<file path="src/rtl/rpc_pkg.sv">
// Package: shared types for the reset phase clock controller.
// Assumes: nothing beyond IEEE 1800-2017.
package rpc_pkg;

    // Reset phase: pin held, stretch after release, normal running.
    typedef enum logic [1:0] {
        PH_PIN     = 2'd0,
        PH_STRETCH = 2'd1,
        PH_RUN     = 2'd2
    } phase_e;

endpackage

</file>
<file path="src/rtl/rpc_rst_sync.sv">
// Module: rpc_rst_sync
// Synchronises the reset pin to the reference clock. The reset asserts at
// once, without a clock, and releases only after STAGES reference edges.
// Assumes: STAGES >= 2.
module rpc_rst_sync #(
    parameter int STAGES = 2
) (
    input  logic clk,
    input  logic rst_pin_n,
    output logic sync_rst_n
);

    logic [STAGES-1:0] shift_q;

    // Shift ones in after release; clear at once when the pin falls.
    always_ff @(posedge clk or negedge rst_pin_n) begin
        if (!rst_pin_n) begin
            shift_q <= '0;
        end else begin
            shift_q <= {shift_q[STAGES-2:0], 1'b1};
        end
    end

    assign sync_rst_n = shift_q[STAGES-1];

endmodule

</file>
<file path="src/rtl/rpc_clk_div.sv">
// Module: rpc_clk_div
// A free-running counter on the reference clock produces the clock enables
// for the CPU, peripheral and memory domains and the levels of the two
// clock-out pins. run_n chooses the ratios for the next cycle: the slow
// common ratio while it is 0, the per-domain ratio while it is 1.
// All outputs are registered.
// Assumes: every ratio is a power of two no larger than DIV_SLOW.
// DIV_MEM and DIV_OUT3 are at least 2. run_n changes only when bnd is high.
// The counter runs during reset so that slow clocks keep ticking. It starts
// from its declared initial value and wraps on its own.
module rpc_clk_div #(
    parameter int DIV_SLOW = 8,
    parameter int DIV_CPU  = 1,
    parameter int DIV_PER  = 2,
    parameter int DIV_MEM  = 2,
    parameter int DIV_OUT3 = 8
) (
    input  logic clk,
    input  logic sync_rst_n,
    input  logic run_n,
    input  logic run_q,
    input  logic eclk_sel,
    output logic bnd,
    output logic ce_cpu,
    output logic ce_per,
    output logic ce_mem,
    output logic clkout3,
    output logic eclkout
);

    localparam int CW   = $clog2(DIV_SLOW);
    localparam int NDOM = 3;
    localparam int DOM_DIV [NDOM] = '{DIV_CPU, DIV_PER, DIV_MEM};

    logic [CW-1:0]   cnt_q = '0;
    logic [CW-1:0]   cnt_n;
    logic [NDOM-1:0] ce_q = '0;
    logic            clkout3_q = 1'b0;
    logic            eclk_q = 1'b0;

    // Enable is due when the low bits of the count are all ones.
    function automatic logic ce_at(input logic [CW-1:0] c, input int d);
        logic [CW-1:0] mask;
        mask = CW'(d - 1);
        return (c & mask) == mask;
    endfunction

    // Divided clock level: low for the first half of each period.
    function automatic logic lvl_at(input logic [CW-1:0] c, input int d);
        int idx;
        idx = $clog2(d) - 1;
        return c[idx];
    endfunction

    assign cnt_n = cnt_q + 1'b1;
    assign bnd   = &cnt_q;

    // Free-running phase counter; all ratios are derived from it.
    always_ff @(posedge clk) begin
        cnt_q <= cnt_n;
    end

    for (genvar g = 0; g < NDOM; g++) begin : g_dom
        // Enable for domain g, at its own ratio or at the common slow one.
        always_ff @(posedge clk) begin
            ce_q[g] <= ce_at(cnt_n, run_n ? DOM_DIV[g] : DIV_SLOW);
        end
    end

    // Clock-out pin levels, registered to keep the pins glitch free.
    always_ff @(posedge clk) begin
        clkout3_q <= lvl_at(cnt_n, DIV_OUT3);
        eclk_q    <= !eclk_sel && lvl_at(cnt_n, run_n ? DIV_MEM : DIV_SLOW);
    end

    assign ce_cpu  = ce_q[0];
    assign ce_per  = ce_q[1];
    assign ce_mem  = ce_q[2];
    assign clkout3 = clkout3_q;
    assign eclkout = eclk_q;

    // the ratio select moves only on the all-ones count (all levels low next).
    assert_switch_on_boundary_R9: assert property (@(posedge clk) disable iff (!sync_rst_n)
        (run_n != run_q) |-> bnd);

    // at the slow ratio, enables never come on two cycles in a row.
    assert_slow_single_R2: assert property (@(posedge clk) disable iff (!sync_rst_n)
        (!run_q && !run_n && ce_cpu) |=> !ce_cpu);

    if (DIV_CPU == 1) begin : g_cpu_full
        // at full speed the CPU enable is on every cycle.
        assert_cpu_every_cycle_R3: assert property (@(posedge clk) disable iff (!sync_rst_n)
            run_q |-> ce_cpu);
    end

endmodule

</file>
<file path="src/rtl/rpc_phase_seq.sv">
// Module: rpc_phase_seq
// Reset phase sequencer. It holds phase 1 while the synchronised reset is
// low. It stretches the internal reset for STRETCH_CYC slow boundaries after
// release, then runs. It latches the boot straps on the release cycle. It
// produces the ratio select that the divider applies at each boundary, and
// the pin-group output enables.
// Assumes: bnd marks the last reference cycle of each slow period.
module rpc_phase_seq
    import rpc_pkg::*;
#(
    parameter int STRETCH_CYC = 16,
    parameter int BOOT_W      = 3,
    parameter int N_GRP       = 4
) (
    input  logic              clk,
    input  logic              sync_rst_n,
    input  logic              bnd,
    input  logic [BOOT_W-1:0] boot_straps,
    output logic              run_n,
    output logic              run_q,
    output logic              int_rst_n,
    output logic [BOOT_W-1:0] boot_cfg,
    output logic [N_GRP-1:0]  pin_oe
);

    localparam int SC_W = $clog2(STRETCH_CYC + 1);

    phase_e            phase_q;
    logic [SC_W-1:0]   scnt_q;
    logic [BOOT_W-1:0] boot_q;
    logic              run_r = 1'b0;
    logic              go_run;

    assign go_run = (phase_q == PH_STRETCH) && bnd && (scnt_q == SC_W'(STRETCH_CYC - 1));

    // Phase state and stretch counter, restarted by the synchronised reset.
    always_ff @(posedge clk) begin
        if (!sync_rst_n) begin
            phase_q <= PH_PIN;
            scnt_q  <= '0;
        end else begin
            case (phase_q)
                PH_PIN: phase_q <= PH_STRETCH;
                PH_STRETCH: begin
                    if (go_run) begin
                        phase_q <= PH_RUN;
                    end else if (bnd) begin
                        scnt_q <= scnt_q + 1'b1;
                    end
                end
                default: phase_q <= PH_RUN;
            endcase
        end
    end

    // Boot straps captured on the release cycle, then held until reset.
    always_ff @(posedge clk) begin
        if (!sync_rst_n) begin
            boot_q <= '0;
        end else if (phase_q == PH_PIN) begin
            boot_q <= boot_straps;
        end
    end

    // Ratio select: follows the phase, but only at a slow boundary.
    assign run_n = bnd ? (((phase_q == PH_RUN) && sync_rst_n) || go_run) : run_r;

    // Registered ratio select, shared with the divider.
    always_ff @(posedge clk) begin
        run_r <= run_n;
    end

    assign run_q     = run_r;
    assign int_rst_n = (phase_q == PH_RUN);
    assign boot_cfg  = boot_q;

    for (genvar g = 0; g < N_GRP; g++) begin : g_oe
        // Group g drives only in phase 3 with the fast ratios in effect.
        assign pin_oe[g] = (phase_q == PH_RUN) && run_r;
    end

    // phase 3 is never entered straight from phase 1.
    assert_no_skip_R6: assert property (@(posedge clk) disable iff (!sync_rst_n)
        (phase_q == PH_PIN) |=> (phase_q != PH_RUN));

    // the boot value moves only on the release cycle.
    assert_boot_hold_R7: assert property (@(posedge clk) disable iff (!sync_rst_n)
        ((phase_q != PH_PIN) && ($past(phase_q) != PH_PIN)) |-> $stable(boot_q));

    // no pin group drives while the internal reset is held.
    assert_oe_only_running_R8: assert property (@(posedge clk) disable iff (!sync_rst_n)
        (|pin_oe) |-> int_rst_n);

endmodule

</file>
<file path="src/rtl/rst_phase_clkgen.sv">
// Module: rst_phase_clkgen (top)
// Reset phase clock controller. It synchronises the reset pin, sequences the
// three reset phases and produces domain clock enables, clock-out pin
// levels, the stretched internal reset, the latched boot configuration and
// per-group output enables.
// Assumes: the boot straps are stable for a few reference cycles around the
// reset pin release.
module rst_phase_clkgen #(
    parameter int DIV_SLOW    = 8,
    parameter int DIV_CPU     = 1,
    parameter int DIV_PER     = 2,
    parameter int DIV_MEM     = 2,
    parameter int DIV_OUT3    = 8,
    parameter int STRETCH_CYC = 16,
    parameter int SYNC_STAGES = 2,
    parameter int BOOT_W      = 3,
    parameter int N_GRP       = 4
) (
    input  logic              clk_ref,
    input  logic              rst_pin_n,
    input  logic              eclk_sel,
    input  logic [BOOT_W-1:0] boot_straps,
    output logic              int_rst_n,
    output logic              ce_cpu,
    output logic              ce_per,
    output logic              ce_mem,
    output logic              clkout3,
    output logic              eclkout,
    output logic [BOOT_W-1:0] boot_cfg,
    output logic [N_GRP-1:0]  pin_oe
);

    logic sync_rst_n;
    logic bnd;
    logic run_n;
    logic run_q;

    rpc_rst_sync #(.STAGES(SYNC_STAGES)) u_sync (
        .clk        (clk_ref),
        .rst_pin_n  (rst_pin_n),
        .sync_rst_n (sync_rst_n)
    );

    rpc_phase_seq #(
        .STRETCH_CYC (STRETCH_CYC),
        .BOOT_W      (BOOT_W),
        .N_GRP       (N_GRP)
    ) u_seq (
        .clk         (clk_ref),
        .sync_rst_n  (sync_rst_n),
        .bnd         (bnd),
        .boot_straps (boot_straps),
        .run_n       (run_n),
        .run_q       (run_q),
        .int_rst_n   (int_rst_n),
        .boot_cfg    (boot_cfg),
        .pin_oe      (pin_oe)
    );

    rpc_clk_div #(
        .DIV_SLOW (DIV_SLOW),
        .DIV_CPU  (DIV_CPU),
        .DIV_PER  (DIV_PER),
        .DIV_MEM  (DIV_MEM),
        .DIV_OUT3 (DIV_OUT3)
    ) u_div (
        .clk        (clk_ref),
        .sync_rst_n (sync_rst_n),
        .run_n      (run_n),
        .run_q      (run_q),
        .eclk_sel   (eclk_sel),
        .bnd        (bnd),
        .ce_cpu     (ce_cpu),
        .ce_per     (ce_per),
        .ce_mem     (ce_mem),
        .clkout3    (clkout3),
        .eclkout    (eclkout)
    );

    // a synchronised reset forces the internal reset on the next edge.
    assert_reset_forces_phase1_R11: assert property (@(posedge clk_ref)
        !sync_rst_n |=> !int_rst_n);

endmodule

</file>
<file path="config.mk">
export PLATFORM = sky130hd
export DESIGN_NAME = rst_phase_clkgen
export DESIGN_NICKNAME = d
export VERILOG_FILES = /design/src/rtl/rpc_pkg.sv /design/src/rtl/rpc_rst_sync.sv /design/src/rtl/rpc_clk_div.sv /design/src/rtl/rpc_phase_seq.sv /design/src/rtl/rst_phase_clkgen.sv
export SDC_FILE = /design/constraint.sdc
export NUM_CORES = 1
export LEC_CHECK = 0
export BUFFER_PORTS_ARGS = -buffer_cell sky130_fd_sc_hd__buf_2
export CORE_UTILIZATION = 40
export DETAILED_ROUTE_END_ITERATION = 10
export MAX_ROUTING_LAYER = met4
export PLACE_DENSITY_LB_ADDON = 0.3
export SLEW_MARGIN = 20
export SYNTH_ARGS = -nofsm -noshare
export SYNTH_HDL_FRONTEND = slang
export SYNTH_SLANG_ARGS = --single-unit
</file>
<file path="constraint.sdc">
create_clock -name clk_ref -period 2.7 [get_ports clk_ref]
set_input_delay 0.54 -clock clk_ref [delete_from_list [all_inputs] [get_ports clk_ref]]
set_output_delay 0.54 -clock clk_ref [all_outputs]
set_load 0.005 [all_outputs]
</file>
# Word-level counts from Yosys, hierarchy flattened
# Index checks and enable logic that the tools add are counted.
# Widths: inputs -> output; s select.
# word_totals
ff_bits	20
elab_cells	78
# op_classes
n_addsub	6
n_lt_le_gt_ge	1
n_eq_ne	6
n_mux	41
n_bitwise	3
reduce_logical	11
# op_table
op	count
$mux 32	32
$lt 32x4->1 const B	1
$reduce_bool 32->1	1
$sub 32x2->32 const B	1
$and 3x3->3	2
$eq 3x3->1	2
$sub 3x2->3 const B	2
$add 5x1->5 const B	1
$eq 5x4->1 const B	1
$logic_and 1x1->1	5
$mux 1	5
$reduce_and 5->1	1
$sub 4x1->5 const B	1
$mux 4	1
$pmux 2 s2	1
$add 3x1->3 const B	1
$reduce_and 3->1	1
$bmux 1 s2	1
$eq 2x1->1 const B	1
$eq 2x2->1 const B	1
$logic_not 2->1	1
$mux 2	1
$ne 2x1->1 const B	1
$logic_not 1->1	1
other kinds (2)	2

# Longest topological paths before layout
# Gate-level depths: netlist of run 1.
# depth
depth_word	45
ltp_mapped	6

# Modules after synthesis
# Synthesis of run 1 repeated with hierarchy kept, for this count alone.
# unflattened
hier_cells	73
hier_area_um2	759.5
# by_module_without_submodules
module	n_inst	cells_each	area_each_um2	seq_area_each_um2
rpc_phase_seq	1	54	508.0	220.2
rpc_clk_div	1	16	197.7	120.1
rpc_rst_sync	1	3	53.8	50.0

# Least setup slack after synthesis of run 1
# Ideal clock, no wire load.
# synth_timing
path_kind	flip-flop to flip-flop
start	register u_seq.scnt_q[0]
end	register u_seq.scnt_q[3]
setup_time_ns	0.070
arrival_ns	1.655
required_time_ns	2.630
path_slack_ns	0.975
stages_incl_launch_ff	7
n_path_buf	0
synth_period_minus_slack_ns	1.725
path_cell_list	dfxtp_1 -> ha_1 -> and3_1 -> ha_1 -> and2_1 -> or4_1 -> a21oi_1
# synth_via
elab_chain_len	4
elab_cells_between_ends	5
# synth_lines
item	line_no	text
start, declared	rpc_phase_seq.sv:29	logic [SC_W-1:0] scnt_q;
start signal, assigned	rpc_phase_seq.sv:48	scnt_q <= scnt_q + 1'b1;
$eq 5x4->1	rpc_phase_seq.sv:34	assign go_run = (phase_q == PH_STRETCH) && bnd && (scnt_q == SC_W'(STRETCH_CYC - 1));
$logic_and 1x1->1	rpc_phase_seq.sv:34	
$not 1->1 (no line)	n/a	
$reduce_and 5->1 (no line)	n/a	
# Several ways; a longest one is shown, not always the timed one.
# A chain may end at the register's enable or synchronous reset.

# Final worst setup path of run 1
# Same ends and word-level chain as after synthesis.

==> results of run 1 <==
-- final timing paths --
kind / slack [ns] / cells after the start / to / from
max: 0.84 / 6 / u_seq.scnt_q[3] / u_seq.scnt_q[0]
min: 0.36 / 0 / u_sync.shift_q[1] / u_sync.shift_q[0]
max reg2reg: 0.84 / 6 / u_seq.scnt_q[3] / u_seq.scnt_q[0]
min reg2reg: 0.36 / 0 / u_sync.shift_q[1] / u_sync.shift_q[0]
max in group asynchronous: 2.07 / 2 / u_sync.shift_q[0] / rst_pin_n
min in group asynchronous: 0.54 / 2 / u_sync.shift_q[1] / rst_pin_n
-- final cells by class --
| class | instances | area (sq um) |
|---|---|---|
| Timing Repair Buffer | 19 | 100 |
| Inverter | 4 | 15.0 |
| Multi-Input combinational cell | 51 | 343 |
| Sequential cell | 19 | 390 |
| Fill cell | 180 | 895 |
| Clock buffer | 3 | 22.5 |
| Tap cell | 25 | 31.3 |
| Clock inverter | 1 | 5.00 |
-- logic make-up after synthesis --
kind of cell             Yosys count  share of synthesized area (%)
buffers and inverters             10                           8.01
multiplexers                       2                           2.67
AO/OA/AOI/OAI                     18                           13.7
adder cells (fa/ha/maj)            4                           6.28
AND/OR/NAND/NOR                   26                           19.9
other                              1                          0.471
flip-flops                        19                           49.0
-- layer usage --
metal  part of all wire (%)  wire (um)  vias up  global-route usage, %
met1                     50        630      252                   18.8
met4                    1.8         22        0                   8.57
met2                     43        543       15                   22.8
met5                      0          0        -                      -
li1                       -          -      305                      -
met3                    4.6         58        2                   3.92
-- critical path, cell delays in order (launching register included) --
cell and delay [ns]:
dfxtp_1 0.34, ha_1 0.21, and3_1 0.18, ha_1 0.21, and2_1 0.20, or4_1 0.51, a21oi_1 0.15
-- power by group through the flow --
stage,Combinational [uW],Sequential [uW],Clock (uW)
2_1_floorplan,9.06,295,0
3_3_place_gp,14.9,297,0
3_5_place_dp,15.4,297,0
4_1_cts,16.5,291,146
5_1_grt,18.5,292,160
6_report,16.3,291,140
-- stage by stage --
stage               instance area [sq um]  hold slack (ns)  total power [uW]  std cells
floorplan                             797            0.244               304         80
global placement                      870            0.326               312        117
detailed placement                    870            0.327               312        117
CTS                                   907            0.369               453        122
global route                          907            0.391               471        122
finish                                907            0.363               447        122
-- sequential cells by signal (all words and copies together) (netlist names) --
register	cells
u_div.ce_cpu	1
u_div.cnt_q	2
u_div.clkout3	1
u_seq.scnt_q	5
u_seq.run_q	1
u_div.ce_per	1
u_seq.phase_q	2
u_div.eclkout	1
u_sync.shift_q	2
u_seq.boot_cfg	3
-- synthesized netlist by cell type (2+ instances only) --
master    instances
dfxtp_1          17
a21oi_1           8
nand2_1           6
buf_4             5
o21ai_0           5
ha_1              4
inv_1             4
nor2_1            4
and2_1            3
nand3_1           3
dfrtp_1           2
nand3b_1          2
nor2b_1           2
==> impl_metrics.tcl, run 1 <==
set metrics [dict create \
    syn-num-nets 90 \
    ir_drop_mv 0.344 \
    p_sw_uw 96.7 \
    die_w_um 46.6 \
    drtAntennaViolNets 0 \
    synthArstFlopShare_pct 10.5 \
    cts_sinks 19 \
    syn-cell-area_sq_um 797 \
    worst_slack_ns 0.845 \
    grt_pass1_wl_um 2240 \
    timing.fmax_mhz 539 \
    worstSkewPairLatency_ns 0.29 \
    cts_buffer_depth 2 \
    status "completed" \
    mostFrequentLayoutCell "buf_2" \
    insertedDiodeCount 0 \
    period_minus_slack_ns 1.86 \
    crit_type "reg2reg" \
    cellPowerDensity_nw_per_um2 492 \
    cts_setup_buffers 0 \
    initial_core_util_pct 44.2 \
    wl_per_cell_um 10.3 \
    coreArea_sq_um 1800 \
    postCtsResizedCells 0 \
    drtIter0Drc 8 \
    setup_tns_ns 0 \
    avgSynthCellArea_sq_um 9.96 \
    rsz0062_at_grt "false" \
    cts-root-buf "clkbuf_4" \
    antenna_found_initial 0 \
    p_leak_uw 0.000453 \
    placementRows 15 \
    overflow 0 \
    vias 574 \
    cts_made_buffers 3 \
    grt_pass1_vias 511 \
    yosysTopAreaCellShare_pct 42.7 \
    period_share_pct 68.7 \
    gr-usage-all-layers_pct 15.4 \
    seqPwrFrac_pct 65.1 \
    power_switching_share_pct 21.7 \
    fin_nets 108 \
    required_ns 2.93 \
    setup_viol 0 \
    yosys.area.top_type "dfxtp_1" \
    drt-total-wl_um 1250 \
    seq_area_frac_synth_pct 49.0 \
    viasPerCell 4.70 \
    firstDrtPassIters 3 \
    syn_inst 80 \
    p_comb_share_pct 3.7 \
    dieHeight_um 46.6 \
    io_pins 19 \
    hold_class "reg2reg" \
    synthFlopType "dfxtp_1" \
    p_int_uw 350 \
    cts.clk_slew.worst_paths_ns 0.11 \
    arrival_ns 2.09 \
    grt_max_degree 12 \
    h-tree-depth 1 \
    yosys_warnings 0 \
    ys_seq_elements 19 \
    fin_skew_ns 0.00690 \
    synthTopCellsByArea "dfxtp_1 43%, dfrtp_1 6.3%, ha_1 6.3%" \
    io_buffers 18 \
    hold_buffers 1 \
    maxCapViolations 0 \
    report.final.slew_viol_count 0 \
    final-hold-violation-count 0 \
    gp_congestion 0.652 \
    drive_gt1_share_pct 25.8 \
    synth_cell_types 28 \
    mostFrequentLayoutCells "18 x buf_2, 17 x dfxtp_1, 8 x a21oi_1, 6 x nand2_1, 5 x o21ai_0" \
    cts_tree "built" \
    critical_path.max_fanout 6 \
    final_util_pct 50.3 \
    synth-edff-count 0 \
    clkPwrFrac_pct 31.3 \
    critPathLaunchType "flip-flop" \
    pre_cts_slack_ns 0.876 \
    area_delta_synth_final_pct 13.8 \
    die_area_sq_um 2170 \
    remaining_drc_errors 0 \
    cp-end-kind "flip-flop" \
]
No activity file was read; power rests on OpenSTA's default activity.
==> inputs of run 2 (changes only) <==
clock period = 1.92 ns   (was 2.7 ns; I/O delays follow)
==> impl_metrics.tcl, run 2 (synthesis results as in run 1) <==
set metrics [dict create \
    status "completed" \
    cts.clk_slew.worst_paths_ns 0.11 \
    coreArea_sq_um 1800 \
    fillers 180 \
    critPathLaunchType "flip-flop" \
    h-tree-depth 1 \
    period_share_pct 93.8 \
    overflow 0 \
    vias 572 \
    grt_max_degree 12 \
    viasPerCell 4.69 \
    largest_reg_flops 5 \
    worstSetupEndpoint "u_seq.scnt_q[3]" \
    fin_skew_ns 0.00747 \
    required_ns 2.16 \
    path_cells "ha_1 -> and3_1 -> ha_1 -> and2_4 -> or4_1 -> a21oi_2" \
    die_area_sq_um 2170 \
    setup_viol 0 \
    p_leak_uw 0.000455 \
    maxCapViolations 0 \
    final-hold-violation-count 0 \
    drt-total-wl_um 1260 \
    critical_path.max_fanout 6 \
    mostFrequentLayoutCell "buf_2" \
    report.final.slew_viol_count 0 \
    timing.fmax_mhz 555 \
    stdcell_area_sq_um 915 \
    drtIter0Drc 7 \
    hpwlAfterDp_um 948 \
    grt_pass1_wl_um 2260 \
    fin_nets 108 \
    placementRows 15 \
    ir_drop_mv 0.509 \
    worstSkewPairLatency_ns 0.30 \
    placed_cell_area_sq_um 870 \
    area_delta_synth_final_pct 14.8 \
    gr-usage-all-layers_pct 15.4 \
    setup_tns_ns 0 \
    hold_class "in2reg" \
    crit_type "reg2reg" \
    dieHeight_um 46.6 \
    cts_sinks 19 \
    crit_path_start "u_seq.scnt_q[0]" \
    rsz0062_at_grt "false" \
    crit_top_cell "ha_1" \
    cts-root-buf "clkbuf_4" \
    arrival_ns 2.04 \
    cts_tree "built" \
    grt_pass1_vias 522 \
    cts_buffer_depth 2 \
    antenna_found_initial 0 \
    die_w_um 46.6 \
    initial_core_util_pct 44.2 \
    io_buffers 18 \
    firstDrtPassIters 2 \
    timing.rr.end "u_seq.scnt_q[3]" \
    r2r_cells 6 \
    slowest_stage "or4_1" \
    remaining_drc_errors 0 \
    cp-end-kind "flip-flop" \
    period_minus_slack_ns 1.80 \
    io_pins 19 \
    insertedDiodeCount 0 \
    cts_made_buffers 3 \
    wl_per_cell_um 10.4 \
    r2r_slack_ns 0.12 \
    cts_setup_buffers 0 \
    mostFrequentLayoutCells "18 x buf_2, 16 x dfxtp_1, 7 x a21oi_1, 6 x nand2_1, 5 x o21ai_0" \
    reg2reg_from "u_seq.scnt_q[0]" \
    drtAntennaViolNets 0 \
    power_uw 631 \
    cellPowerDensity_nw_per_um2 690 \
    slowest_delay_ns 0.51 \
    top_register "u_seq.scnt_q" \
    gp_congestion 0.653 \
    drive_gt1_share_pct 28.9 \
]
-- run 2: cell type report --
class,count,area (sq um),share of cell area [%]
clock inverter,1,5.00,0.547
timing repair buffer,19,100,10.9
tap,25,31.3,3.42
sequential,19,392,42.8
multi-input combinational,51,349,38.2
clock buffer,3,22.5,2.46
inverter,4,15.0,1.64
-- run 2: how the worst min path moves through the flow --
stage | startpoint | end | slack [ns] | depth (start not counted)
2_1_floorplan | rst_pin_n | u_sync.shift_q[0] | 0.09 | 0
3_3_place_gp | rst_pin_n | u_sync.shift_q[0] | 0.17 | 1
3_5_place_dp | rst_pin_n | u_sync.shift_q[0] | 0.17 | 1
4_1_cts | boot_straps[2] | u_seq.boot_cfg[2] | 0.31 | 3
5_1_grt | boot_straps[2] | u_seq.boot_cfg[2] | 0.32 | 3
6_report | boot_straps[2] | u_seq.boot_cfg[2] | 0.31 | 3
-- run 2: report_power, final --
part / total, uW / internal, uW / switching, uW
Clock: 199 / 77.5 / 122
Sequential: 409 / 402 / 6.26
Combinational: 23.2 / 12.2 / 10.9
Total: 631 / 492 / 139
-- run 2: metrics by stage --
stage	setup slack [ns]	std cells	util, %	hold WS, ns
finish	0.120	122	50.8	0.311
global route	0.0295	122	50.8	0.317
CTS	0.0587	122	50.3	0.306
detailed placement	0.0928	117	48.3	0.171
global placement	0.146	117	48.3	0.170
floorplan	0.195	80	-	0.0884
-- run 2: per-layer routing --
| metal | global-route usage (%) | wire [um] |
|---|---|---|
| met3 | 3.92 | 60 |
| met4 | 8.57 | 37 |
| met2 | 22.5 | 526 |
| met1 | 19.1 | 638 |
| met5 | - | 0 |
-- run 2: critical path, delay by kind of cell (launching register included) --
kind	cells	cell delay (ns)
simple gates	3	0.86
compound gates	1	0.13
flops	1	0.35
fa+ha+maj	2	0.41
-- run 2: what timing repair did --
action / 4_1_cts / 5_1_grt
gates resized for setup: 0 / 4
setup endpoints to repair: 0 / 1
hold buffers: 1 / 0
hold endpoints to repair: 2 / 0
==> inputs of run 3 (changes only) <==
CELL_PAD_IN_SITES_DETAIL_PLACEMENT = 1   (was unset)
CELL_PAD_IN_SITES_GLOBAL_PLACEMENT = 2   (was unset)
CORE_UTILIZATION = 31   (was 40)
CTS_CLUSTER_DIAMETER = 30   (was unset)
==> impl_metrics.tcl, run 3 (synthesis results as in run 1) <==
set metrics [dict create \
    wl_met1_um 666 \
    die_area_sq_um 2780 \
    required_ns 2.15 \
    pre_cts_slack_ns 0.0952 \
    slowest_delay_ns 0.49 \
    period_minus_slack_ns 1.78 \
    coreArea_sq_um 2450 \
    p_sw_uw 148 \
    drtAntennaViolNets 0 \
    mostFrequentLayoutCells "18 x buf_2, 16 x dfxtp_1, 8 x a21oi_1, 6 x nand2_1, 5 x o21ai_0" \
    cts_buffer_depth 2 \
    cts_sinks 19 \
    cp-end-kind "flip-flop" \
    crit_buf_inv 0 \
    grt_max_degree 13 \
    gr-usage-all-layers_pct 13.7 \
    io_buffers 18 \
    period_share_pct 92.9 \
    area_delta_synth_final_pct 15.4 \
    drt-total-wl_um 1490 \
    cts_made_buffers 3 \
    initial_core_util_pct 32.5 \
    cts-root-buf "clkbuf_4" \
    hpwlAfterDp_um 1140 \
    final-hold-violation-count 0 \
    cts_tree "built" \
    routed.top_layer "met4" \
    ir_drop_mv 0.392 \
    timing.fmax_mhz 561 \
    firstDrtPassIters 3 \
    dr_wl_met2_um 744 \
    setup_tns_ns 0 \
    cts.clk_slew.worst_paths_ns 0.12 \
    rsz0062_at_grt "false" \
    viasPerCell 4.76 \
    critical_path.max_fanout 6 \
    slowest_stage "or4_1" \
    placementRows 18 \
    power_switching_share_pct 23.1 \
    cellPowerDensity_nw_per_um2 698 \
    setup_viol 0 \
    worst_slack_ns 0.136 \
    path_cells "ha_1 -> and3_1 -> ha_1 -> and2_4 -> or4_1 -> a21oi_1" \
    mostFrequentLayoutCell "buf_2" \
    largest_reg_flops 5 \
    crit_top_cell "ha_1" \
    status "completed" \
    wl_per_cell_um 11.7 \
    cts_setup_buffers 0 \
    crit_type "reg2reg" \
    report.final.slew_viol_count 0 \
    insertedDiodeCount 0 \
    top_register "u_seq.scnt_q" \
    grt_pass1_wl_um 2600 \
    hold_class "in2reg" \
    fin_skew_ns 0.0121 \
    maxCapViolations 0 \
    vias 605 \
    grt_pass1_vias 600 \
    crit_family "simple AND/OR/NAND/NOR gates" \
    drtIter0Drc 7 \
    p_int_uw 494 \
    clkPwrFrac_pct 32.6 \
    met3_length_um 64 \
    worstSkewPairLatency_ns 0.30 \
    critPathLaunchType "flip-flop" \
    overflow 0 \
    p_leak_uw 0.000451 \
    gp_congestion 0.789 \
    seqPwrFrac_pct 63.7 \
    final_util_pct 37.5 \
    p_comb_share_pct 3.7 \
    h-tree-depth 1 \
    fin_nets 108 \
    layout.cells.non_filler 127 \
    dieHeight_um 52.7 \
    antenna_found_initial 0 \
    io_pins 19 \
    remaining_drc_errors 0 \
    die_w_um 52.7 \
    dpl.cell_count 122 \
    holdWs_ns 0.310 \
    drive_gt1_share_pct 27.8 \
    arrival_ns 2.02 \
]
[run 3: cell types whose count changed in the layout (fill, tap and decap cells not counted), sizes merged]
cell,before,now
clkinvlp,0,1
clkinv,1,0
[run 3: final timing paths]
check,startpoint,end,slack (ns),depth (start not counted)
max in group asynchronous,rst_pin_n,u_sync.shift_q[1],1.45,2
max,u_seq.scnt_q[0],u_seq.scnt_q[3],0.14,6
min,boot_straps[0],u_seq.boot_cfg[0],0.31,3
min in group asynchronous,rst_pin_n,u_sync.shift_q[0],0.38,2
min reg2reg,u_sync.shift_q[0],u_sync.shift_q[1],0.37,0
max reg2reg,u_seq.scnt_q[0],u_seq.scnt_q[3],0.14,6
[run 3: worst register-to-register path: cells and delay by family, from the launching register on]
kind,cells,cell delay (ns)
AO/OA/AOI/OAI,1,0.14
AND/OR/NAND/NOR,3,0.83
flip-flops,1,0.35
adder cells (fa/ha/maj),2,0.40
[run 3: power by group through the flow]
stage                     combinational [uW]  clock [uW]  sequential (uW)
after global placement                  21.4           0              418
after detailed placement                22.6           0              418
after floorplan                         12.7           0              415
after CTS                               24.1         223              409
final                                   23.7         209              409
after global routing                    27.3         241              411
[run 3: what timing repair did]
item / in CTS / in global routing
gates resized for setup: 0 / 3
endpoints found under the hold margin: 2 / 0
hold buffers: 1 / 0
endpoints found under the setup margin: 0 / 1
[run 3: through the flow]
step	area [sq um]	total power (uW)
2_1_floorplan	797	428
3_3_place_gp	876	439
4_1_cts	916	656
6_report	920	642
3_5_place_dp	876	441
5_1_grt	920	679
[run 3: area by class of cell]
cell class	instances	area [sq um]
multi-input cells	51	345
clock inverters	1	7.51
repair buffers	19	100
well taps	30	37.5
flip-flops and latches	19	392
clock buffers	3	22.5
inverters	4	15.0
fillers	298	1540
[run 3: routing by layer]
layer / up-vias / track usage [%]
met1: 283 / 14.7
met2: 16 / 22.8
met4: 0 / 7.89
met5: - / -
met3: 2 / 3.48
li1: 304 / -
